`config.mk`:
```
export PLATFORM = sky130hd
export DESIGN_NAME = hline_timer
export DESIGN_NICKNAME = d
export VERILOG_FILES = /design/src/rtl/hline_pkg.sv /design/src/rtl/hline_count.sv /design/src/rtl/hline_window.sv /design/src/rtl/hline_sync.sv /design/src/rtl/hline_timer.sv
export SDC_FILE = /design/constraint.sdc
export NUM_CORES = 1
export LEC_CHECK = 0
export ABC_AREA = 0
export ABC_CLOCK_PERIOD_IN_PS = 5000
export BUFFER_PORTS_ARGS = -buffer_cell sky130_fd_sc_hd__buf_2
export CORE_ASPECT_RATIO = 1.5
export CORE_MARGIN = 5
export CORE_UTILIZATION = 63
export DETAILED_ROUTE_END_ITERATION = 10
export GPL_TIMING_DRIVEN = 0
export PLACE_DENSITY_LB_ADDON = 0.3
export SLEW_MARGIN = 25
export SYNTH_ARGS = -nofsm -noshare
export SYNTH_HDL_FRONTEND = slang
export SYNTH_HIERARCHICAL = 1
export SYNTH_SLANG_ARGS = --single-unit
```
`constraint.sdc`:
```
create_clock -name clk -period 5 [get_ports clk]
set_input_delay 0 -clock clk [delete_from_list [all_inputs] [get_ports clk]]
set_output_delay 0 -clock clk [all_outputs]
set_load 0.01 [all_outputs]
```
`src/rtl/hline_pkg.sv`:
```
package hline_pkg;

    typedef enum logic {
        SYNC_IDLE = 1'b0,
        SYNC_BUSY = 1'b1
    } sync_phase_e;

    typedef enum logic [1:0] {
        WIN_KEEP   = 2'd0,
        WIN_MOVE   = 2'd1,
        WIN_CLOSE  = 2'd2,
        WIN_RELOAD = 2'd3
    } win_action_e;

    // Decide what a displayed-count write does to the live window.
    function automatic win_action_e win_decide(
        input logic at_end,
        input logic wr,
        input logic still_visible,
        input logic above_count
    );
        if (at_end)
            return WIN_RELOAD;
        if (!wr || !still_visible)
            return WIN_KEEP;
        return above_count ? WIN_MOVE : WIN_CLOSE;
    endfunction

endpackage

```
`src/rtl/hline_count.sv`:
```
module hline_count #(
    parameter int CW        = 8,
    parameter int DEF_TOTAL = 63
) (
    input  logic          clk,
    input  logic          rst,
    input  logic          total_we,
    input  logic [CW-1:0] total_val,
    output logic [CW-1:0] count,
    output logic [CW-1:0] line_len,
    output logic          eol
);
    localparam logic [CW-1:0] MAX_CNT = {CW{1'b1}};
    localparam logic [CW-1:0] RST_TOT = CW'(DEF_TOTAL);

    logic [CW-1:0] cnt_q;
    logic [CW-1:0] len_q;
    logic [CW-1:0] tot_q;

    assign eol = (cnt_q == len_q);

    always_ff @(posedge clk) begin
        if (rst) begin
            cnt_q <= '0;
            len_q <= RST_TOT;
            tot_q <= RST_TOT;
        end else begin
            cnt_q <= eol ? '0 : cnt_q + 1'b1;
            if (total_we) begin
                tot_q <= total_val;
                if (!eol && (cnt_q > total_val))
                    len_q <= MAX_CNT;
                else
                    len_q <= total_val;
            end else if (eol) begin
                len_q <= tot_q;
            end
        end
    end

    assign count    = cnt_q;
    assign line_len = len_q;
endmodule

```
`src/rtl/hline_window.sv`:
```
module hline_window
    import hline_pkg::*;
#(
    parameter int CW       = 8,
    parameter int DEF_DISP = 40
) (
    input  logic          clk,
    input  logic          rst,
    input  logic [CW-1:0] count,
    input  logic [CW-1:0] line_len,
    input  logic          eol,
    input  logic          disp_we,
    input  logic [CW-1:0] disp_val,
    output logic          disp_en
);
    localparam logic [CW-1:0] RST_DISP = CW'(DEF_DISP);

    logic [CW:0]   vis_q;
    logic          hen_q;
    logic [CW-1:0] dreg_q;
    logic          still_vis;
    win_action_e   act;

    assign still_vis = ({1'b0, count} < vis_q);
    assign act       = win_decide(eol, disp_we, still_vis, disp_val > count);

    always_ff @(posedge clk) begin
        if (rst) begin
            vis_q  <= {1'b0, RST_DISP};
            hen_q  <= 1'b1;
            dreg_q <= RST_DISP;
        end else begin
            if (disp_we)
                dreg_q <= disp_val;
            case (act)
                WIN_RELOAD: begin
                    vis_q <= {1'b0, (disp_we ? disp_val : dreg_q)};
                    hen_q <= 1'b1;
                end
                WIN_MOVE: begin
                    vis_q <= {1'b0, disp_val};
                    hen_q <= 1'b1;
                end
                WIN_CLOSE: begin
                    vis_q <= {1'b0, line_len} + 1'b1;
                    hen_q <= 1'b0;
                end
                default: ;
            endcase
        end
    end

    assign disp_en = hen_q && still_vis;
endmodule

```
`src/rtl/hline_sync.sv`:
```
module hline_sync
    import hline_pkg::*;
#(
    parameter int CW       = 8,
    parameter int SWW      = 4,
    parameter int DEF_SYNC = 50
) (
    input  logic           clk,
    input  logic           rst,
    input  logic [CW-1:0]  count,
    input  logic           eol,
    input  logic           sync_we,
    input  logic [CW-1:0]  sync_val,
    input  logic [SWW-1:0] sync_width,
    output logic           hsync
);
    localparam logic [CW-1:0] RST_SYNC = CW'(DEF_SYNC);

    logic [CW-1:0]  pos_q;
    logic [CW-1:0]  sreg_q;
    logic [SWW-1:0] left_q;
    logic           start;
    sync_phase_e    phase;

    assign start = (count == pos_q) && (sync_width != '0);
    assign phase = (left_q != '0) ? SYNC_BUSY : SYNC_IDLE;

    always_ff @(posedge clk) begin
        if (rst) begin
            pos_q  <= RST_SYNC;
            sreg_q <= RST_SYNC;
        end else begin
            if (sync_we)
                sreg_q <= sync_val;
            if (eol)
                pos_q <= sync_we ? sync_val : sreg_q;
            else if (sync_we && (count < pos_q))
                pos_q <= sync_val;
        end
    end

    always_ff @(posedge clk) begin
        if (rst)
            left_q <= '0;
        else if (start)
            left_q <= sync_width - 1'b1;
        else if (phase == SYNC_BUSY)
            left_q <= left_q - 1'b1;
    end

    assign hsync = start || (phase == SYNC_BUSY);
endmodule

```
`src/rtl/hline_timer.sv`:
```
module hline_timer #(
    parameter int CW        = 8,
    parameter int SWW       = 4,
    parameter int DEF_TOTAL = 63,
    parameter int DEF_DISP  = 40,
    parameter int DEF_SYNC  = 50
) (
    input  logic           clk,
    input  logic           rst,
    input  logic           total_we,
    input  logic [CW-1:0]  total_val,
    input  logic           disp_we,
    input  logic [CW-1:0]  disp_val,
    input  logic           sync_we,
    input  logic [CW-1:0]  sync_val,
    input  logic [SWW-1:0] sync_width,
    output logic [CW-1:0]  count,
    output logic           disp_en,
    output logic           hsync,
    output logic           eol
);
    logic [CW-1:0] line_len;

    hline_count #(.CW(CW), .DEF_TOTAL(DEF_TOTAL)) u_count (
        .clk(clk), .rst(rst),
        .total_we(total_we), .total_val(total_val),
        .count(count), .line_len(line_len), .eol(eol)
    );

    hline_window #(.CW(CW), .DEF_DISP(DEF_DISP)) u_window (
        .clk(clk), .rst(rst),
        .count(count), .line_len(line_len), .eol(eol),
        .disp_we(disp_we), .disp_val(disp_val),
        .disp_en(disp_en)
    );

    hline_sync #(.CW(CW), .SWW(SWW), .DEF_SYNC(DEF_SYNC)) u_sync (
        .clk(clk), .rst(rst),
        .count(count), .eol(eol),
        .sync_we(sync_we), .sync_val(sync_val), .sync_width(sync_width),
        .hsync(hsync)
    );
endmodule

```
==> flow_results.org, run 1 <==
** Drt
- After detailed routing, the number of remaining DRC violations is 0.
- The detailed router finished its first iteration with 218 violations.
- Before antenna repair, the detailed router went through 5 iterations.
- Post-detailed-route wirelength per cell :: 16.7 µm
- Via count :: 3402
- Dividing the detail-routed via count by the number of cells gives 5.93.
- The count of nets left with antenna violations once routing finished came out at 0.
- Sum of routed wire length over all layers :: 9580 µm

** Die
- The core region is 5740 µm².
- Measured along the x axis, the die boundary spans 72.3 µm.
- In this run the vertical extent of the chip is 103 µm.
- Initial cell density of the core :: 63.9%
- Full die area :: 7480 µm²
- Row count :: 34
- In this run the count of I/O pins placed on the die edge is 44.

** STA
- Final number of hold-violating endpoints :: 0
- Timing would allow up to 293 MHz.
- Counting I/O delays and the setup requirement, the final critical path takes 3.41 ns.
- Max-Slew Margin vs Limit :: 58.3%
- Unrepaired setup endpoints after global routing :: false
- Ratio of final minimum period to clock period :: 68.3%
- Final sum of negative setup slack :: 0 ns
- Final count of pins violating max slew :: 0
- For the final database, setup skew stands at 0.00455 ns.
- Final Worst Setup Slack :: 1.59 ns
- Number of failing setup endpoints in the final timing report :: 0
- For the pin with the worst max-slew slack, the measured transition is 0.624 ns.

** Critical path
- CP required :: 5.20 ns
- Along the worst path, the maximum fanout reaches 10.
- Worst setup SP type :: register
- The critical path is of the register to register type.
- Data arrival at the endpoint of the critical path :: 3.61 ns
- Endpoint type of the worst setup path :: register

** Synthesis
- After synthesis, flip-flops and latches occupy 33.8% of the total area.
- Count of yosys warnings during synthesis :: 6
- Number of distinct library cells after synthesis :: 55
- Instance count of the mapped netlist :: 417
- List of most frequent post-synthesis cells :: sky130_fd_sc_hd__dfxtp_1 (62), sky130_fd_sc_hd__inv_1 (46), sky130_fd_sc_hd__nor2_1 (43), sky130_fd_sc_hd__ha_1 (37), sky130_fd_sc_hd__a21oi_1 (27)
- By instance count, the leading cell after synthesis is sky130_fd_sc_hd__dfxtp_1.
- The synthesized design contains 0 enable-type register cells.
- Net count of the mapped netlist :: 487
- The biggest area contributor in the post-synthesis netlist is sky130_fd_sc_hd__dfxtp_1.
- Fraction of synthesized cell area taken by the top area cell type :: 33.8%
- After synthesis the cells add up to 3670 µm².
- After synthesis the netlist holds a flip-flop and latch count of 62.
- Ys flop type :: sky130_fd_sc_hd__dfxtp_1
- After synthesis, the mean cell area works out to 8.80 µm².
- Of all flip-flops after synthesis, the portion carrying an async set or reset was 0%.
- Sorting the synthesized cells by area gives the leading types as sky130_fd_sc_hd__dfxtp_1 (34%), sky130_fd_sc_hd__ha_1 (13%), sky130_fd_sc_hd__mux2i_1 (5.7%), sky130_fd_sc_hd__inv_1 (4.7%), sky130_fd_sc_hd__nor2_1 (4.4%).

** Pwr
- Maximum resistive drop on vdd :: 321 µV
- For this design the static power due to leakage is 2.00 nW.
- Power density over cell area :: 309 nW/µm²

** CTS
- Max Buffers Root-to-Sink :: 2
- Buffers inserted during clock tree synthesis total 9.
- H-Tree Level Count :: 3
- The later pin in the worst-skew pair is clocked with a latency of 0.33 ns.
- TritonCTS built the clock tree.
- PostCTS Resize Cnt :: 0
- Clock tree synthesis found a total of 62 sinks.
- The tree is rooted in a sky130_fd_sc_hd__clkbuf_8.
- Clock-pin slew was measured on the worst setup and hold paths at 0.07 ns.

** Global routing
- The via count of the first global-routing pass is 3443.
- Initial antenna violation count :: 0
- The first global-routing pass estimated 15400 µm of wire.
- Total global routing track utilization :: 26.6%
- Largest net degree at the start of global routing :: 19
- Global route overflow :: 0

** Place
- Before CTS, the worst setup slack after placement is 1.63 ns.
- Once detailed placement completed, the half-perimeter wirelength came to 6610 µm.
- Routability-driven placement finished with a final weighted congestion of 0.875.
- Count of port buffers added during placement :: 42
- Total instance count after detailed placement :: 531

** Cells and area
- Non-filler cells, final :: 574
- Synthesis-to-layout area growth :: 21.4%
- 0 antenna diodes ended up in the layout.
- Layout fillers :: 395
- The net count of the finished layout is 567.
- Fraction of layout instances using a drive strength above 1 :: 15.1%

** Worst hold path
- Class of the most critical hold timing path :: input pin to register

** Run
- Max-cap violations in this run came to 0.

** Outcome
- The run finished with clean final reports.
[critical path, stage by stage, from the launching register on]
cell,delay (ns)
sky130_fd_sc_hd__dfxtp_1,0.63
sky130_fd_sc_hd__ha_1,0.34
sky130_fd_sc_hd__a211oi_1,0.23
sky130_fd_sc_hd__nor2_1,0.11
sky130_fd_sc_hd__o41ai_4,0.47
sky130_fd_sc_hd__a31oi_1,0.20
sky130_fd_sc_hd__ha_1,0.39
sky130_fd_sc_hd__buf_2,0.21
sky130_fd_sc_hd__or2_2,0.33
sky130_fd_sc_hd__a221oi_1,0.29
sky130_fd_sc_hd__nor3_1,0.10
[placed cells by master, fill, tap and decap left out, drive strengths merged, types with 3 or more instances in the layout]
cell type | Yosys | final
nand2b | 5 | 5
dlygate4sd3 | 0 | 27
xnor2 | 15 | 15
a221oi | 8 | 8
xor2 | 5 | 5
a211oi | 8 | 8
a2bb2oi | 3 | 3
o21ai | 17 | 17
nor2b | 10 | 10
nand4 | 8 | 8
nand2 | 14 | 14
or2 | 3 | 3
buf | 5 | 47
and3 | 4 | 4
a211o | 4 | 4
nand3 | 11 | 11
a21o | 3 | 3
inv | 46 | 46
o311ai | 4 | 4
ha | 37 | 37
clkbuf | 10 | 22
nor2 | 44 | 44
mux2i | 21 | 21
o311a | 5 | 5
a21oi | 27 | 27
o211ai | 5 | 5
dfxtp | 62 | 62
nor3 | 9 | 9
[state kept, by name (all words and copies together), names as in the netlist]
name	count
u_sync/pos_q	8
u_sync/sreg_q	8
u_window/hen_q	1
u_count/tot_q	8
u_sync/left_q	4
u_count/count	8
u_window/vis_q	9
u_count/line_len	8
u_window/dreg_q	8
[timing repair]
action	CTS	global route
hold endpoints to repair	37	0
buffers inserted	0	0
hold buffers	27	0
[cell type report]
type,count,area [µm²],share of cell area (%)
Timing Repair Buffer,69,480,10.8
Tap cell,72,90.1,2.02
Inverter,46,173,3.87
Clock buffer,12,145,3.26
Sequential cell,62,1240,27.8
Buffer,15,68.8,1.54
Multi-Input combinational cell,294,2190,49.1
Clock inverter,4,70.1,1.57
[cell families (layout without fill, tap and decap cells)]
| family | count (synthesis) | in the layout | share of synthesized area, % |
|---|---|---|---|
| simple gates | 117 | 117 | 16.7 |
| xor+xnor | 20 | 20 | 4.77 |
| buf+inv | 61 | 146 | 6.58 |
| flops | 62 | 62 | 33.8 |
| mux | 23 | 23 | 6.54 |
| compound gates | 97 | 97 | 19.0 |
| fa+ha+maj | 37 | 37 | 12.6 |
[routing by layer]
layer / part of all wire [%] / track usage (%)
met1: 37 / 25.7
met2: 54 / 51.4
met3: 4.4 / 4.84
met4: 4.1 / 15.5
met5: 0 / 0
[per-stage QoR]
step                      util [%]  hold slack [ns]  instance area (µm²)  total power [mW]
final                         77.6           0.0303                 4460              1.38
after global routing          77.6           0.0432                 4460              1.45
after CTS                     77.6           0.0261                 4460              1.37
after detailed placement      69.2            0.249                 3970             0.878
after global placement        69.2            0.240                 3970             0.864
after floorplan                  -            0.113                 3670             0.793
[path summary, 6_finish.rpt]
path | from | endpoint | slack (ns) | cells past startpoint
worst max-delay path | u_count/count[4] | u_window/vis_q[7] | 1.59 | 10
worst min-delay path | disp_we | u_window/dreg_q[3] | 0.03 | 3
worst max register to register | u_count/count[4] | u_window/vis_q[7] | 1.59 | 10
worst min register to register | u_window/dreg_q[5] | u_window/dreg_q[5] | 0.48 | 2
[power breakdown]
| part | total, mW | switching (mW) | internal (mW) |
|---|---|---|---|
| registers | 0.575 | 0.0376 | 0.538 |
| logic | 0.322 | 0.170 | 0.152 |
| clock network | 0.481 | 0.188 | 0.293 |
No activity file was read; power rests on OpenSTA's default activity.
==> run 2, diff against run 1 <==
Settings changed: ABC_AREA 0 to 1, ABC_CLOCK_PERIOD_IN_PS 5000 to 2900, CORE_UTILIZATION 63 to 53.
Clock period 5 ns to 2.9 ns, I/O delays scaled along.
==> run 2 against run 1 <==
  * Critical path type unchanged
  * Synthesized cell count rose by 42%
  * Register-to-register slack got worse by 1.4 ns
  * Highest routed layer unchanged
  * Critical path depth up 5
==> flow_results.org, run 2 <==
** Run
- Max cap viols :: 0 (unchanged)

** Die
- Core Region :: 7230 µm² (+26%)
- Ports placed on the boundary :: 44 (unchanged)
- Die extent in x :: 80.3 µm (+11%)
- Row count :: 38 (+12%)
- Die height :: 115 µm (+12%)
- The total die area was 9270 µm² (+24%).
- The starting density of the core was 54.3% (-9.6 points).

** Critical path
- Data arrival at the endpoint of the critical path :: 2.91 ns (-0.70 ns)
- Endpoint type of the worst setup path :: register
- In this run the critical register-to-register path is launched from u_count/count[6].
- The maximum fanout along the worst path was 10 (unchanged).
- Cell Chain, Critical Path :: inv_1 > ha_1 > nand2_1 > nor2_1 > nand2_1 > nand2_1 > nand2_1 > nor2_1 > nor2_1 > ha_1 > buf_2 > clkbuf_4 > nand2_1 > o21ai_1 > a21oi_1
- By startpoint and endpoint, the worst setup path is classified as register to register.
- Worst setup SP type :: register
- The stage delay of the slowest cell on the critical path was 0.49 ns (-0.14 ns).
- The required time reported for the critical path endpoint came to 3.12 ns (-2.08 ns).
- Critical path origin :: u_count/count[6]
- Among the stages of the critical path, the cell type that occurs most often is sky130_fd_sc_hd__nand2_1.
- Max stage delay cell, worst path :: sky130_fd_sc_hd__dfxtp_2

** Drt
- Via count :: 3857 (+13%)
- Post-detailed-route wirelength per cell :: 12.8 µm (-23%)
- The number of antenna-violating nets in the routed design came to 0 (unchanged).
- The number of violations reported at the end of detailed-routing iteration 0 is 193 (-11%).
- The number of vias per cell came to 5.05 (-15%).
- The total wire length is 9770 µm (+2.0%).
- The number of remaining DRC errors was 0 (unchanged).
- The number of iterations in the first detailed-routing pass was 4 (-1).

** STA
- Worst hold slack :: 0.00787 ns (-0.0224 ns)
- The actual transition at the worst max-transition pin is 0.470 ns (-0.155 ns).
- Final worst path period need :: 2.69 ns (-0.724 ns)
- The maximum clock frequency is 372 MHz (+27%).
- The final critical-path setup slack is 0.210 ns (-1.38 ns).
- Setup repair after global routing left no endpoint under its margin.
- The worst slew margin relative to its limit was 68.7% (+10 points).
- The final critical-path share of the clock period is 92.8% (+24 points).
- Final sum of negative setup slack :: 0 ns (unchanged)
- The count of final max-slew check failures was 0 (unchanged).
- Final number of hold-violating endpoints :: 0 (unchanged)
- Number of failing setup endpoints in the final timing report :: 0 (unchanged)
- The setup clock skew after layout came to 0.00877 ns (+0.00422 ns).

** Pwr
- The proportion of total power due to net switching came to 32.0% (+3.3 points).
- Share of total power in sequential cells :: 46.0% (+4.3 points)
- Combinational cell fraction of total power :: 24.2% (+0.9 points)
- Overall Power :: 2.11 mW (+53%)
- The net switching power was 675 µW (+71%).
- Cell leakage power :: 2.44 nW (+22%)
- Power density over cell area :: 460 nW/µm² (+49%)
- The internal portion of total power came to 1.43 mW (+46%).
- Maximum resistive drop on vdd :: 401 µV (+25%)
- Power share of the clock group :: 29.7% (-5.2 points)

** Cells and area
- The share of cells above drive strength 1 was 14.6% (-0.53 points).
- The count of filler cells inserted in the layout is 677 (+71%).
- Non-filler cells, final :: 764 (+33%)
- Area of all sequential standard cells :: 1250 µm² (+1.0%)
- Core occupancy in the finished layout :: 63.5% (-14 points)
- Area used by multi-input combinational logic :: 2230 µm² (+2.0%)
- Commonest cells after routing, fill and taps aside :: sky130_fd_sc_hd__nand2_1 (166), sky130_fd_sc_hd__inv_1 (96), sky130_fd_sc_hd__dfxtp_1 (54), sky130_fd_sc_hd__nor2_1 (50), sky130_fd_sc_hd__buf_2 (47)
- The final antenna diode count came to 0 (unchanged).
- Register bank with the most flops :: u_window/vis_q
- The number of flip-flops under the largest register name came to 9 (unchanged).
- Leaving out fill and tap cells, the most frequent cell in the layout is sky130_fd_sc_hd__nand2_1.
- The final cell area excluding filler cells is 4590 µm² (+2.9%).
- Relative to the synthesized area, the layout overhead comes to 16.8%.
- # nets final :: 730 (+29%)

** Place
- Total instance count after detailed placement :: 733 (+38%)
- Dpl ws :: -0.0345 ns (-1.66 ns)
- The detailed placer's ending HPWL was 7470 µm (+13%).
- The global placement routability congestion came to 0.964 (+10%).
- Count of port buffers added during placement :: 42 (unchanged)
- Placement Cell Area :: 4260 µm² (+7.3%)

** Global routing
- Global route overflow :: 0 (unchanged)
- Total global routing track utilization :: 22.9% (-3.6 points)
- The largest net degree at the start of global routing came to 14 (-5).
- Number of global-route vias before repair :: 3816 (+11%)
- The global-route wire length before repair came to 16700 µm (+8.1%).
- The number of antenna violations at the first check in global routing came to 0 (unchanged).

** Worst hold path
- Beginning of the worst hold path :: disp_we
- The tightest min-delay check is of the input pin to register type.

** CTS
- H-Tree Level Count :: 3 (unchanged)
- The clock-pin slew of the registers on the worst-case setup and hold paths is 0.07 ns (about the same).
- The number of buffers on the longest clock path is 2 (unchanged).
- Clock root buffer :: sky130_fd_sc_hd__clkbuf_8
- Num CTS Buffers :: 9 (unchanged)
- The clock sink total came to 62 (unchanged).
- Latest clock arrival within the worst-skew pair :: 0.35 ns (+0.02 ns)
- Clock tree from TritonCTS :: done

** Synthesis
- The synthesized flop and latch total is 62 (unchanged).
- Sequential fraction of the synthesis area :: 31.6% (-2.2 points)
- Count of yosys warnings during synthesis :: 6 (unchanged)
- Cell type contributing the most total cell area after synthesis :: sky130_fd_sc_hd__dfxtp_1
- The share of flip-flops with an asynchronous set or reset is 0% (unchanged).
- Post-synth EDFFs :: 0 (unchanged)
- Syn avg cell area :: 6.65 µm² (-25%)
- By area the synthesized netlist is led by sky130_fd_sc_hd__dfxtp_1 (32%), sky130_fd_sc_hd__nand2_1 (16%), sky130_fd_sc_hd__ha_1 (12%), sky130_fd_sc_hd__inv_1 (9.2%), sky130_fd_sc_hd__nor2_1 (4.8%).
- The count of mapped cells out of synthesis came to 591 (+42%).
- The number of distinct library cells after synthesis came to 33 (-40%).
- Net count of the mapped netlist :: 661 (+36%)
- Ys flop type :: sky130_fd_sc_hd__dfxtp_1
- In the post-synthesis netlist, the cell with the most instances is sky130_fd_sc_hd__nand2_1.
- List of most frequent post-synthesis cells :: sky130_fd_sc_hd__nand2_1 (166), sky130_fd_sc_hd__inv_1 (96), sky130_fd_sc_hd__dfxtp_1 (62), sky130_fd_sc_hd__nor2_1 (50), sky130_fd_sc_hd__ha_1 (37)
- Fraction of synthesized cell area taken by the top area cell type :: 31.6% (-2.2 points)
- Area of the mapped netlist :: 3930 µm² (+7.0%)

** Outcome
- Result of the run :: finished clean
==> run 2: changes by cell type after synthesis, moves of 7 or more <==
| cell | previous run | this run |
|---|---|---|
| sky130_fd_sc_hd__xnor2_1 | 15 | 3 |
| sky130_fd_sc_hd__o21ai_0 | 16 | 31 |
| sky130_fd_sc_hd__mux2i_1 | 21 | 5 |
| sky130_fd_sc_hd__nand4_1 | 6 | 13 |
| sky130_fd_sc_hd__clkbuf_1 | 10 | 2 |
| sky130_fd_sc_hd__a21oi_1 | 27 | 34 |
| sky130_fd_sc_hd__inv_1 | 46 | 96 |
| sky130_fd_sc_hd__nor2_1 | 43 | 50 |
| sky130_fd_sc_hd__nand2_1 | 14 | 166 |
| sky130_fd_sc_hd__nand3_1 | 11 | 36 |
| sky130_fd_sc_hd__nor2b_1 | 10 | 0 |
| sky130_fd_sc_hd__a221oi_1 | 8 | 0 |
==> run 2: logic make-up after synthesis <==
kind of cell	synth area share, %
compound gates	10.7
xor+xnor	1.12
fa+ha+maj	11.8
buf+inv	11.6
flops	31.6
mux	1.27
simple gates	31.9
==> run 2: worst max-delay path: cells and delay by family, from the launching register on <==
family,cells,cell delay [ns]
and+or+nand+nor,8,0.73
adders and majority gates,2,0.57
DFF,1,0.49
buffers and inverters,3,0.48
AOI/OAI and AO/OA,2,0.29
==> run 2: final cells by class <==
cell class / instances / share of cell area (%)
plain buffers: 12 / 1.61
repair buffers: 58 / 8.07
flip-flops and latches: 62 / 27.3
inverters: 102 / 8.35
well taps: 100 / 2.73
clock inverters: 2 / 0.218
clock buffers: 13 / 3.03
multi-input cells: 415 / 48.7
==> run 2: worst paths after layout <==
path,end,slack [ns],cells past startpoint
hold / removal,u_window/dreg_q[3],0.008,4
setup / recovery,u_window/vis_q[1],0.21,15
hold reg to reg,u_sync/pos_q[5],0.46,2
setup reg to reg,u_window/vis_q[1],0.21,15
==> run 2: routing by layer <==
metal	track usage (%)	part of all wire (%)	vias to the layer above
li1	-	-	2006
met1	24.0	39	1732
met2	43.3	53	93
met3	4.04	4.7	26
met4	11.3	3.6	0
met5	0	0	-
==> run 2: power groups by stage <==
stage,clock network [mW],registers [mW],logic [mW]
2_1_floorplan,0,0.975,0.357
3_3_place_gp,0,0.986,0.470
3_5_place_dp,0,0.989,0.487
4_1_cts,0.642,0.971,0.508
5_1_grt,0.675,0.981,0.592
6_report,0.627,0.971,0.511
==> run 2: timing repair <==
action | CTS | global route
pin swaps | 0 | 0
buffers inserted | 0 | 0
setup endpoints to repair | 1 | 9
gates resized for setup | 4 | 8
hold buffers | 16 | 0
hold endpoints to repair | 18 | 0
==> run 3, diff against run 2 <==
Settings changed: CORE_UTILIZATION 53 to 45.
==> run 3 against run 2 <==
  * Die area increased by 16%
  * Core utilization down 7.8 points
  * Sequential power is essentially flat
  * Highest routed layer unchanged
  * Non-clock buffer count down 4
  * Largest cell class unchanged
  * Via count down 0.16%
  * Final cell count grew 0.52%
  * Global-route usage decreased by 4.1 points
  * Fmax decreased by 2.6%
  * Hold slack better by 0.0068 ns
==> flow_results.org, run 3 (synthesis results as in run 2) <==
** Outcome
- Result of the run :: finished clean

** Pwr
- Power density over cell area :: 547 nW/µm² (+19%)
- The internal portion of total power was 1.82 mW (+27%).
- Power dissipated by switching net loads :: 754 µW (+12%)
- Share of total power in sequential cells :: 37.8% (-8.2 points)
- Power share of the clock group :: 42.5% (+13 points)
- The leakage power of the design was 2.50 nW (+2.3%).
- The proportion of total power due to net switching came to 29.3% (-2.7 points).
- The worst voltage drop across the vdd grid is 413 µV (+3.0%).
- Combinational cell fraction of total power :: 19.7% (-4.5 points)

** CTS
- H-Tree Level Count :: 3 (unchanged)
- Num CTS Buffers :: 9 (unchanged)
- The clock-pin slew of the registers on the worst-case setup and hold paths is 0.06 ns (about the same).
- Latest clock arrival within the worst-skew pair :: 0.34 ns (about the same)
- Post-CTS Setup Repair Bufs :: 0 (unchanged)
- The number of buffers on the longest clock path was 2 (unchanged).
- The clock sink total came to 62 (unchanged).
- The root buffer cell chosen for the clock tree is sky130_fd_sc_hd__clkbuf_16.
- TritonCTS built the clock tree.

** Cells and area
- Max FFs per register :: 9 (unchanged)
- The final antenna diode count is 0 (unchanged).
- Register bank with the most flops :: u_window/vis_q
- The area growth from synthesis to layout is 19.9%.
- The library cell used most frequently in the layout, excluding fill and tap cells, is sky130_fd_sc_hd__nand2_1.
- Non-filler cells, final :: 768 (+0.52%)
- # nets final :: 726 (-0.55%)
- Fraction of layout instances using a drive strength above 1 :: 15.4% (+0.82 points)
- Commonest cells after routing, fill and taps aside :: sky130_fd_sc_hd__nand2_1 (166), sky130_fd_sc_hd__inv_1 (96), sky130_fd_sc_hd__dfxtp_1 (54), sky130_fd_sc_hd__nor2_1 (50), sky130_fd_sc_hd__buf_2 (48)

** Die
- Initial cell density of the core :: 46.4% (-7.9 points)
- Row count :: 41 (+7.9%)
- The number of top-level pins came to 44 (unchanged).
- The die span in x was 86.3 µm (+7.5%).
- Core Region :: 8460 µm² (+17%)
- Die height :: 124 µm (+7.8%)
- Full die area :: 10700 µm² (+16%)

** STA
- The post-route setup TNS was 0 ns (unchanged).
- Measured slew at the worst slew-check pin :: 0.514 ns (+0.0441 ns)
- Final worst path period need :: 2.76 ns (+0.0721 ns)
- The final critical-path share of the clock period is 95.2% (+2.5 points).
- The maximum clock frequency is 362 MHz (-2.6%).
- The worst slew margin relative to its limit is 65.8% (-2.9 points).
- The setup clock skew after layout was 0.0125 ns (+0.00374 ns).
- The count of endpoints failing setup in the final report came to 0 (unchanged).
- The number of hold violations in the final report came to 0 (unchanged).
- Final count of pins violating max slew :: 0 (unchanged)

** Drt
- The number of vias per cell came to 5.01 (-0.68%).
- Sum of routed wire length over all layers :: 9920 µm (+1.5%)
- Post-detailed-route wirelength per cell :: 12.9 µm (+1.0%)
- Violation count after the first detailed-routing iteration :: 154 (-20%)
- Via count :: 3851 (-0.16%)
- The number of antenna-violating nets in the routed design was 0 (unchanged).
- The number of remaining DRC errors came to 0 (unchanged).
- The number of iterations in the first detailed-routing pass is 4 (unchanged).

** Critical path
- The worst setup path is launched from a register.
- Crit Path Category :: register to register
- CP required :: 3.10 ns (-0.02 ns)
- The worst register-to-register path begins at u_count/count[4].
- The slack of the worst reg-to-reg path is 0.14 ns (-0.07 ns).
- Data arrival at the endpoint of the critical path :: 2.96 ns (+0.05 ns)
- The worst setup path is captured at a register.
- Endpoint of the lowest-slack register-to-register path :: u_window/vis_q[0]
- FF-to-FF path depth :: 13 (-2)
- Critical path peak fanout :: 10 (unchanged)

** Global routing
- The global-route wire length before repair was 16100 µm (-3.7%).
- Global route overflow :: 0 (unchanged)
- The largest net degree at the start of global routing came to 14 (unchanged).
- Total global routing track utilization :: 18.9% (-4.1 points)
- The via count of the first global-routing pass was 3673 (-3.7%).
- Initial antenna violation count :: 0 (unchanged)

** Run
- Max cap viols :: 0 (unchanged)

** Place
- HPWL Detailed :: 7560 µm (+1.2%)
- Gp weighted congestion :: 0.918 (-4.8%)
- Total instance count after detailed placement :: 740 (+0.95%)
- The number of I/O port buffers came to 42 (unchanged).

** Worst hold path
- Hold Crit Endpoint :: u_count/tot_q[7]
- Beginning of the worst hold path :: rst
- Class of the most critical hold timing path :: input pin to register
- Number of cells traversed by the worst hold path :: 2 (-2)
==> run 3: cell types whose count changed in the layout (fill, tap and decap cells not counted), sizes merged <==
cell         delta
dlygate4sd3     -4
buf             +1
clkinv          +2
bufinv          +1
inv             +1
clkbuf          -4
==> run 3: per-layer routing <==
metal  vias to the layer above  part of all wire [%]  track usage, %
met5                         -                     0               0
met4                         0                   5.1            12.5
met3                        35                   4.3            2.78
met2                       106                    50            33.4
met1                      1705                    40            20.1
li1                       2005                     -               -
==> run 3: what timing repair did <==
item | CTS | global route
setup endpoints to repair | 0 | 8
resized for setup | 0 | 8
hold buffers | 12 | 0
hold endpoints to repair | 13 | 0
==> run 3: per-stage QoR <==
stage	total power, mW	utilization, %	setup slack (ns)	hold WS (ns)	area (µm²)
after detailed placement	1.48	50.5	-0.0316	0.260	4270
after global placement	1.46	50.5	0.0403	0.252	4270
after global routing	2.71	55.7	-0.00194	0.0316	4710
after CTS	2.60	55.5	0.00184	0.00852	4700
after floorplan	1.33	-	0.608	0.0691	3930
final	2.58	55.7	0.138	0.0147	4710
==> run 3: how the worst max path moves through the flow <==
stage | from | endpoint | slack (ns)
finish | u_count/count[4] | u_window/vis_q[0] | 0.14
global route | u_count/count[6] | u_window/vis_q[0] | -0.002
CTS | u_count/count[4] | u_window/vis_q[0] | 0.002
detailed placement | u_count/count[4] | u_window/vis_q[0] | -0.03
floorplan | u_count/count[7] | u_window/vis_q[0] | 0.61
global placement | u_count/count[4] | u_window/vis_q[1] | 0.04
==> run 3: worst max-delay path, cell delays in order, from the launching register on <==
cell and delay, ns:
sky130_fd_sc_hd__dfxtp_2 0.52, sky130_fd_sc_hd__inv_2 0.06, sky130_fd_sc_hd__nand2_1 0.06, sky130_fd_sc_hd__nand3_1 0.08
sky130_fd_sc_hd__nor2_2 0.11, sky130_fd_sc_hd__nand2_2 0.11, sky130_fd_sc_hd__buf_6 0.16, sky130_fd_sc_hd__inv_1 0.27
sky130_fd_sc_hd__nor2_1 0.13, sky130_fd_sc_hd__ha_1 0.31, sky130_fd_sc_hd__buf_2 0.17, sky130_fd_sc_hd__buf_2 0.19
sky130_fd_sc_hd__o21ai_0 0.35, sky130_fd_sc_hd__a21oi_1 0.11
==> run 3: power groups by stage <==
stage / Sequential, mW / Clock, mW / Combinational [mW]
after CTS: 0.973 / 1.12 / 0.507
after floorplan: 0.975 / 0 / 0.357
after detailed placement: 0.991 / 0 / 0.491
after global routing: 0.982 / 1.16 / 0.575
after global placement: 0.987 / 0 / 0.471
final: 0.974 / 1.09 / 0.507
==> run 3: final cells by class <==
cell class	instances	area, µm²
clock inverter	6	70.1
buffer	12	71.3
tap	107	134
fill	851	3750
timing repair buffer	54	330
sequential	62	1250
multi-input combinational	415	2230
inverter	102	383
clock buffer	10	239
